### src/rtl/cfg_load_pkg.sv
package cfg_load_pkg;

  localparam int unsigned BYTE_W = 8;

  typedef enum logic [1:0] {
    MODE_SER = 2'd0,
    MODE_PAR = 2'd1,
    MODE_SEC = 2'd2,
    MODE_BAD = 2'd3
  } load_mode_e;

  typedef enum logic [3:0] {
    ST_IDLE,
    ST_RLO,
    ST_RWAIT,
    ST_FETCH,
    ST_LOW,
    ST_HIGH,
    ST_TLOW,
    ST_TRAIL
  } seq_state_e;

  function automatic logic [3:0] pulses_per_byte(load_mode_e m);
    case (m)
      MODE_SER: return 4'd8;
      MODE_SEC: return 4'd4;
      default:  return 4'd1;
    endcase
  endfunction

endpackage

### src/rtl/cfg_sync.sv
module cfg_sync #(
  parameter int unsigned W = 2
) (
  input  logic         clk_i,
  input  logic         rst_ni,
  input  logic [W-1:0] d_i,
  output logic [W-1:0] q_o
);
  for (genvar g = 0; g < W; g++) begin : g_bit
    logic s1_q, s2_q;
    always_ff @(posedge clk_i or negedge rst_ni) begin
      if (!rst_ni) begin
        s1_q <= 1'b0;
        s2_q <= 1'b0;
      end else begin
        s1_q <= d_i[g];
        s2_q <= s1_q;
      end
    end
    assign q_o[g] = s2_q;
  end
endmodule

### src/rtl/cfg_timer.sv
module cfg_timer #(
  parameter int unsigned TW = 8
) (
  input  logic          clk_i,
  input  logic          rst_ni,
  input  logic          load_i,
  input  logic [TW-1:0] val_i,
  output logic          zero_o
);
  logic [TW-1:0] cnt_q;

  always_ff @(posedge clk_i or negedge rst_ni) begin
    if (!rst_ni)             cnt_q <= '0;
    else if (load_i)         cnt_q <= val_i;
    else if (cnt_q != '0)    cnt_q <= cnt_q - TW'(1);
  end

  assign zero_o = (cnt_q == '0);
endmodule

### src/rtl/cfg_fmt.sv
module cfg_fmt
  import cfg_load_pkg::*;
(
  input  load_mode_e        mode_i,
  input  logic [BYTE_W-1:0] byte_i,
  input  logic [2:0]        idx_i,
  output logic [BYTE_W-1:0] pins_o
);
  logic ser;
  assign ser = (mode_i == MODE_SER);

  for (genvar g = 0; g < BYTE_W; g++) begin : g_pin
    if (g == 0) begin : g_lsb
      assign pins_o[g] = ser ? byte_i[idx_i] : byte_i[0];
    end else begin : g_upper
      assign pins_o[g] = ser ? 1'b0 : byte_i[g];
    end
  end
endmodule

### src/rtl/cfg_load_seq.sv
module cfg_load_seq
  import cfg_load_pkg::*;
#(
  parameter int unsigned CLK_MHZ = 250,
  parameter int unsigned RST_US  = 5,
  parameter int unsigned WAIT_US = 100,
  parameter int unsigned LO_CYC  = 2,
  parameter int unsigned HI_CYC  = 2,
  parameter int unsigned CNT_W   = 24
) (
  input  logic              clk_i,
  input  logic              rst_ni,
  input  logic              start_i,
  input  logic [1:0]        mode_i,
  input  logic [CNT_W-1:0]  byte_cnt_i,
  input  logic [BYTE_W-1:0] data_i,
  input  logic              valid_i,
  output logic              ready_o,
  output logic              ncfg_o,
  output logic              cclk_o,
  output logic [BYTE_W-1:0] cdata_o,
  input  logic              status_i,
  input  logic              done_i,
  output logic              busy_o,
  output logic              ok_o,
  output logic              fail_o,
  output logic              abort_o,
  output logic [CNT_W-1:0]  sent_o
);
  localparam int unsigned RST_CYC  = CLK_MHZ * RST_US;
  localparam int unsigned WAIT_CYC = CLK_MHZ * WAIT_US;
  localparam int unsigned MAX_A    = (RST_CYC > WAIT_CYC) ? RST_CYC : WAIT_CYC;
  localparam int unsigned MAX_B    = (LO_CYC > HI_CYC) ? LO_CYC : HI_CYC;
  localparam int unsigned MAX_C    = (MAX_A > MAX_B) ? MAX_A : MAX_B;
  localparam int unsigned TW       = $clog2(MAX_C + 1);
  localparam logic [TW-1:0] RST_LD  = TW'(RST_CYC - 1);
  localparam logic [TW-1:0] WAIT_LD = TW'(WAIT_CYC - 1);
  localparam logic [TW-1:0] LO_LD   = TW'(LO_CYC - 1);
  localparam logic [TW-1:0] HI_LD   = TW'(HI_CYC - 1);

  seq_state_e        state_q, state_d;
  load_mode_e        mode_q;
  logic [CNT_W-1:0]  total_q, acc_q;
  logic [BYTE_W-1:0] byte_q;
  logic [2:0]        idx_q;
  logic              ok_q, fail_q, abort_q, ncfg_q, cclk_q;

  logic [1:0] sync_q;
  logic       status_s, done_s;
  logic       t_load, t_zero;
  logic [TW-1:0] t_val;
  logic       start_ok, accept, adv, set_ok, set_fail, set_abort, arm;
  logic [3:0] ppb;
  logic       last_pulse, last_byte;

  cfg_sync #(.W(2)) u_sync (
    .clk_i (clk_i),
    .rst_ni(rst_ni),
    .d_i   ({done_i, status_i}),
    .q_o   (sync_q)
  );
  assign status_s = sync_q[0];
  assign done_s   = sync_q[1];

  cfg_timer #(.TW(TW)) u_timer (
    .clk_i (clk_i),
    .rst_ni(rst_ni),
    .load_i(t_load),
    .val_i (t_val),
    .zero_o(t_zero)
  );

  cfg_fmt u_fmt (
    .mode_i(mode_q),
    .byte_i(byte_q),
    .idx_i (idx_q),
    .pins_o(cdata_o)
  );

  assign start_ok   = start_i && (byte_cnt_i != '0) && (load_mode_e'(mode_i) != MODE_BAD);
  assign ppb        = pulses_per_byte(mode_q);
  assign last_pulse = (idx_q == 3'(ppb - 4'd1));
  assign last_byte  = (acc_q == total_q);
  assign ready_o    = (state_q == ST_FETCH) && status_s;
  assign accept     = ready_o && valid_i;

  always_comb begin
    state_d   = state_q;
    t_load    = 1'b0;
    t_val     = '0;
    adv       = 1'b0;
    set_ok    = 1'b0;
    set_fail  = 1'b0;
    set_abort = 1'b0;
    arm       = 1'b0;
    case (state_q)
      ST_IDLE: begin
        if (start_i) begin
          if (start_ok) begin
            arm     = 1'b1;
            state_d = ST_RLO;
            t_load  = 1'b1;
            t_val   = RST_LD;
          end else begin
            set_fail = 1'b1;
          end
        end
      end
      ST_RLO: if (t_zero) begin
        state_d = ST_RWAIT;
        t_load  = 1'b1;
        t_val   = WAIT_LD;
      end
      ST_RWAIT: if (t_zero) state_d = ST_FETCH;
      ST_FETCH: begin
        if (!status_s) begin
          set_fail  = 1'b1;
          set_abort = 1'b1;
          state_d   = ST_IDLE;
        end else if (valid_i) begin
          state_d = ST_LOW;
          t_load  = 1'b1;
          t_val   = LO_LD;
        end
      end
      ST_LOW: if (t_zero) begin
        state_d = ST_HIGH;
        t_load  = 1'b1;
        t_val   = HI_LD;
      end
      ST_HIGH: if (t_zero) begin
        if (!last_pulse) begin
          adv     = 1'b1;
          state_d = ST_LOW;
          t_load  = 1'b1;
          t_val   = LO_LD;
        end else if (last_byte) begin
          state_d = ST_TLOW;
          t_load  = 1'b1;
          t_val   = LO_LD;
        end else begin
          state_d = ST_FETCH;
        end
      end
      ST_TLOW: if (t_zero) begin
        state_d = ST_TRAIL;
        t_load  = 1'b1;
        t_val   = WAIT_LD;
      end
      ST_TRAIL: if (t_zero) begin
        state_d = ST_IDLE;
        if (done_s) begin
          set_ok = 1'b1;
        end else begin
          set_fail  = 1'b1;
          set_abort = 1'b1;
        end
      end
      default: state_d = ST_IDLE;
    endcase
  end

  always_ff @(posedge clk_i or negedge rst_ni) begin
    if (!rst_ni) begin
      state_q <= ST_IDLE;
      mode_q  <= MODE_PAR;
      total_q <= '0;
      acc_q   <= '0;
      byte_q  <= '0;
      idx_q   <= '0;
      ok_q    <= 1'b0;
      fail_q  <= 1'b0;
      abort_q <= 1'b0;
      ncfg_q  <= 1'b1;
      cclk_q  <= 1'b0;
    end else begin
      state_q <= state_d;
      ok_q    <= set_ok;
      fail_q  <= set_fail;
      abort_q <= set_abort;
      // pins follow the next state so they switch with it, glitch free
      ncfg_q  <= (state_d != ST_RLO);
      cclk_q  <= (state_d == ST_HIGH) || (state_d == ST_TRAIL);
      if (state_q == ST_IDLE && start_i) acc_q <= '0;
      if (arm) begin
        mode_q  <= load_mode_e'(mode_i);
        total_q <= byte_cnt_i;
      end
      if (accept) begin
        byte_q <= data_i;
        idx_q  <= '0;
        acc_q  <= acc_q + CNT_W'(1);
      end else if (adv) begin
        idx_q <= idx_q + 3'd1;
      end
    end
  end

  assign ncfg_o  = ncfg_q;
  assign cclk_o  = cclk_q;
  assign busy_o  = (state_q != ST_IDLE);
  assign ok_o    = ok_q;
  assign fail_o  = fail_q;
  assign abort_o = abort_q;
  assign sent_o  = acc_q;
endmodule

### config.mk
export PLATFORM = sky130hd
export DESIGN_NAME = cfg_load_seq
export DESIGN_NICKNAME = d
export VERILOG_FILES = /design/src/rtl/cfg_load_pkg.sv /design/src/rtl/cfg_sync.sv /design/src/rtl/cfg_timer.sv /design/src/rtl/cfg_fmt.sv /design/src/rtl/cfg_load_seq.sv
export SDC_FILE = /design/constraint.sdc
export NUM_CORES = 1
export LEC_CHECK = 0
export BUFFER_PORTS_ARGS = -buffer_cell sky130_fd_sc_hd__buf_2
export CORE_MARGIN = 1
export CORE_UTILIZATION = 40
export CTS_CLUSTER_DIAMETER = 200
export DETAILED_ROUTE_END_ITERATION = 12
export HOLD_SLACK_MARGIN = 0.12
export PLACE_DENSITY_LB_ADDON = 0.25
export SKIP_LAST_GASP = 1
export SYNTH_ARGS = -nofsm -noshare
export SYNTH_HDL_FRONTEND = slang
export SYNTH_SLANG_ARGS = --single-unit
### constraint.sdc
create_clock -name clk_i -period 2.85 [get_ports clk_i]
set_clock_uncertainty 0.1 [all_clocks]
set_input_delay 0.4275 -clock clk_i [delete_from_list [all_inputs] [get_ports clk_i]]
set_output_delay 0.4275 -clock clk_i [all_outputs]
set_load 0.005 [all_outputs]
After elaboration in Yosys (flattened, before gate mapping)
Cells that the tools add are included.

Add/sub/neg operators: 4. Order comparisons: 1. Equality and inequality tests: 14. Muxes and demuxes: 63. Reduce and logical (&&, ||, !) cells: 17.

Operator list (number): $pmux W15 S5 (1); $mux W24 (2); $mux W15 (3); $mux W4 (10); $mux W1 (35); $pmux W4 S8 (1); $add A24 B1 Y24 const B (1); $eq A24 B24 Y1 (1); $eq A4 B3 Y1 const B (6); $reduce_bool A24 Y1 (1); $mux W11 (2); $logic_not A15 Y1 (1); $reduce_bool A15 Y1 (1); $sub A15 B1 Y15 const B (1); $mux W3 (4); $eq A4 B2 Y1 const B (2); $pmux W3 S2 (1); $reduce_bool A2 Y1 (3); $logic_and A1 B1 Y1 (5); $eq A4 B1 Y1 const B (1); $logic_not A4 Y1 (1); $lt A3 B4 Y1 const B (1); $ne A4 B1 Y1 const B (1); $pmux W1 S4 (1); other kinds (13) (13).

Register bits after elaboration: 89. Bits of input ports: 40. Output and inout port bits: 39.

Longest topological paths before layout
Word-level depth: 9. Gate-level depth with buffers: 9. Mapped depth without buffers: 8.

By module
Synthesis repeated with hierarchy kept, for this count alone.

Cell total of the unflattened synthesis: 454. Area, all modules: 4754.6 um^2.

By module, submodules not included: cfg_load_seq (instances 1, cells an instance 342, area an instance 3623.5 um^2); cfg_timer (instances 1, cells an instance 90, area an instance 877.1 um^2); cfg_fmt (instances 1, cells an instance 16, area an instance 138.9 um^2); cfg_sync (instances 1, cells an instance 6, area an instance 115.1 um^2).

Least setup slack after synthesis
No wires, ideal clock.

Path type: reg2reg. From: register u_timer.cnt_q[0]. To: register u_timer.cnt_q[5]. Setup time: 0.083 ns. Arrival: 1.757 ns. Required time: 2.667 ns. Setup slack: 0.911 ns. Stages on the path, launching flop included: 9. Path buffers: 1. Period minus slack after synthesis: 1.939 ns. Cells stage by stage: dfrtp_1 inv_1 ha_1 nor4b_1 nand4_1 buf_2 or3_4 and2_1 o21ai_0.

Cells in the longest elaborated chain, start to end: 4. Elaborated cells between the ends (all ways): 11. Classes of those cells: add/sub: 1; mux: 7; reduce/logical: 3.

Ends and longest elaborated chain: start: declaration (RTL line cfg_timer.sv:10) `logic [TW-1:0] cnt_q;`; start signal: assignment (RTL line cfg_timer.sv:14) `else if (load_i) cnt_q <= val_i;`; start signal: assignment (RTL line cfg_timer.sv:15) `else if (cnt_q != '0) cnt_q <= cnt_q - TW'(1);`; parallel branches: the longest is 4 deep, another holds $sub A15 B1 Y15.

Parallel ways; which one is timed is not known. The select of a mux whose other input is x is not followed. A chain may end at the register's enable or synchronous reset.

Worst setup path after layout
From: register u_timer.cnt_q[0]. To: register cclk_q (netlist: cclk_o).

Cells in the longest elaborated chain, start to end: 5. Elaborated cells between the ends (all ways): 11. Classes of those cells: eq/ne: 2; mux: 7; reduce/logical: 2.

Ends and longest elaborated chain: $logic_not A15 Y1 (*) (RTL line cfg_timer.sv:18) `assign zero_o = (cnt_q == '0);`; $mux W4 (tied with other cells) (RTL line cfg_load_seq.sv:150) `ST_TRAIL: if (t_zero) begin`; $pmux W4 S8 (*) (RTL line cfg_load_seq.sv:96) `case (state_q)`; $eq A4 B3 Y1 (RTL line cfg_load_seq.sv:183) `cclk_q <= (state_d == ST_HIGH) || (state_d == ST_TRAIL);`; $logic_or A1 B1 Y1 (*) (RTL line cfg_load_seq.sv:183); end signal: assignment (RTL line cfg_load_seq.sv:183); end: declaration (RTL line cfg_load_seq.sv:46) `logic ok_q, fail_q, abort_q, ncfg_q, cclk_q;`.

Every way passes the cells marked *; elsewhere a longest branch is shown, timed or not.

==> summary.txt <==
Worst R2R Start: u_timer.cnt_q[0]$_DFFE_PN0P_
Post-synthesis to final-layout area growth: 18.0%
FF-to-FF End: cclk_o$_DFF_PN0_
Drt total wl: 10.8 mm
Cell Int Power: 2.12 mW
GR Util met1: 29.6%
Post-synth EDFFs: 0
Root buffer cell: clkbuf_8
Syn_area_per_cell: 9.27 um2
Placed instance count: 694
Setup crit start kind: flip-flop
Warnings from Yosys: 0
Critical setup path kind: flip-flop to flip-flop
Non-Filler Instances: 713
Hold Path Origin: data_i[7]
Via count: 3,674
Status: finished, final reports clean
Gr usage total: 20.2%
First-pass GRT wire length: 18.0 mm
Starting Density: 41.4%
Die Height: 108 um
Clk buf depth: 2
Sink Count: 89
Post-Syn Nets: 529
Final Hold Viols: 0
Placement row count: 38
Switch share: 29.3%
Post-Synth Adder-Cell Area: 0.833%
Most used DFF post-synth: dfrtp_1
Synth Register Bits: 89
Fin nets: 611
Max Cap Viol: 0
RSZ-0062 raised after global routing: false
CP Max Fanout: 8
Clk_lat worst skew: 360 ps
Worst path arrival time: 2520 ps
CP startpoint: u_timer.cnt_q[0]$_DFFE_PN0P_
NetSw: 0.877 mW
Setup slack after layout: 517 ps
Initial antenna violation count: 1
Simple-gate share of the synthesized area: 30.2%
Global placement routability congestion: 0.886
Compound-gate portion of the synthesized area: 5.86%
Fmax: 429 MHz
Worst reg-to-reg path cell count: 9
Netlist cell types: 55
Combinational power share: 16.0%
Seq pwr share: 51.1%
Slew Viols, Final: 0
Port bufs: 78
Share of layout cells above drive strength 1: 21.8%
Dpl hpwl: 7.92 mm
Starting DRT DRC Count: 221
Met2 Use GR: 30.3%
Mux share of post-synthesis cell area: 3.44%
Hold Path Class: input pin to flip-flop
Number of global-route vias before repair: 3,541
Clock transition at path regs: 100 ps
H-tree levels: 3
Post-CTS sizing: 0
Total Neg Setup Slack: 0 ps
Pwr Density: 564 nW/um2
Final Critical Period: 2330 ps
Worst Path Required: 3040 ps
Static leakage: 2.57 nW
R2R Setup Slk: 520 ps
Met3 usage: 3.25%
IO Pins: 79
CTS buffer count: 9
Cts hold-fix bufs: 3
# setup viols final: 0
Die area: 11,700 um2
Core ar.: 10,900 um2
Grt peak-use layer: met2
CTS tree: done
Largest net degree at the start of global routing: 57
Fin crit share: 81.9%
Vias per cell: 5.15
DRT antenna net count: 0
Overall die width: 108 um
Critical path endpoint category: flip-flop
Relative slew slack: 59.9%
XOR/XNOR share of the synthesized area: 7.77%
WL per Instance: 15.1 um
Post-CTS setup buffers: 0
Clock power frac: 32.9%
Ys async rst share: 100%
Mapped Cells: 486
Antenna diode count: 0
DRC: 0
Worst slew pin tran: 596 ps
Proportion of synthesized chip area in sequential cells: 49.5%
Combinational family with the most area after synthesis: simple AND/OR/NAND/NOR gates
WHS: 164 ps
Residual overflow from global routing: 0
Netlist Area Pre-Place: 4510 um2
DP Worst Slack: 114 ps
Max rail drop VDD: 0.231 mV
Worst setup path end: cclk_o$_DFF_PN0_
Initial DRT Pass Iterations: 4
-- per-layer routing --
layer	vias to the layer above	routed length, um
li1	1819	-
met3	14	464
met1	1771	5240
met5	-	0
met2	70	4900
met4	0	178
-- critical path, cell delays in order, from the launching register on --
cell and delay [ps]:
dfrtp_1 420, inv_1 80, ha_1 190, nor4b_1 300, nand4_1 230, buf_4 240
and3b_1 330, nor2_2 90, nand2_2 140, a2bb2oi_2 160
-- registers in the layout, summed over array words and instances, names as in the netlist, 2 cells and up --
register	count
byte_q	8
total_q	24
mode_q	2
state_q	4
sent_o	24
idx_q	3
u_timer.cnt_q	15
u_sync.g_bit.s2_q	2
u_sync.g_bit.s1_q	2
-- cell families (layout without fill, tap and decap cells) --
logic type,Yosys count,count (layout)
buffers and inverters,23,110
other,1,1
DFF,89,89
AOI/OAI and AO/OA,44,44
muxes,13,13
and+or+nand+nor,273,273
adders and majority gates,3,3
xor gates and xnor gates,40,40
-- worst min path at each step --
stage | end | slack [ps] | cells after the start
2_1_floorplan | abort_o$_DFF_PN0_ | 30 | 0
3_3_place_gp | u_sync.g_bit[1].s2_q$_DFF_PN0_ | 230 | 0
3_5_place_dp | u_sync.g_bit[0].s2_q$_DFF_PN0_ | 240 | 0
4_1_cts | byte_q[7]$_DFFE_PN0P_ | 150 | 3
5_1_grt | byte_q[5]$_DFFE_PN0P_ | 160 | 3
6_report | byte_q[7]$_DFFE_PN0P_ | 160 | 3
-- stage by stage --
| stage | cell area, um2 | power, mW | utilization [%] |
|---|---|---|---|
| 2_1_floorplan | 4510 | 1.86 | - |
| 3_3_place_gp | 5060 | 2.02 | 46.5 |
| 3_5_place_dp | 5060 | 2.04 | 46.5 |
| 4_1_cts | 5320 | 3.02 | 48.8 |
| 5_1_grt | 5320 | 3.17 | 48.8 |
| 6_report | 5320 | 3.00 | 48.8 |
-- final cells by class --
type | instances | area (um2)
Sequential cell | 89 | 2230
Timing Repair Buffer | 88 | 488
Multi-Input combinational cell | 374 | 2180
Clock inverter | 7 | 100
Clock buffer | 9 | 124
Tap cell | 140 | 175
Inverter | 6 | 22.5
Fill cell | 1025 | 5570
-- synth_stat cells (4+ instances only) --
cell      number  share of area, %
clkbuf_1       5              0.42
and4_1         6               1.2
mux2i_1       11               2.4
dfrtp_1       87                48
nand4_1       14               1.9
nor2_1        23               1.9
nand3_1       26               2.9
buf_2          9               1.0
a21oi_1        6              0.67
xnor2_1       27               5.2
o21ai_0       24               2.7
xor2_1        13               2.5
nand2b_1       4              0.56
nor2b_1        9               1.2
inv_1          5              0.42
nand2_1      144                12
and3_1         6              0.83
nor4_1        10               1.4
-- power groups by stage --
stage	logic, mW	registers [mW]	clock network, mW
2_1_floorplan	0.340	1.52	0
5_1_grt	0.556	1.55	1.06
3_3_place_gp	0.471	1.55	0
6_report	0.479	1.53	0.986
3_5_place_dp	0.479	1.56	0
4_1_cts	0.485	1.53	1.00
-- cell usage in the layout (no fill, tap or decap), types with 4 or more instances in the layout --
master / count
a21oi_1: 6
buf_2: 77
nand2b_1: 4
buf_4: 7
clkbuf_8: 9
o21ai_0: 24
and3_1: 6
nand3_1: 26
mux2i_1: 11
inv_1: 5
nand4_1: 14
nor4_1: 10
xnor2_1: 27
and4_1: 6
dfrtp_1: 87
nor2_1: 23
nor2b_1: 9
xor2_1: 13
nand2_1: 144
No activity file was read; power rests on OpenSTA's default activity.
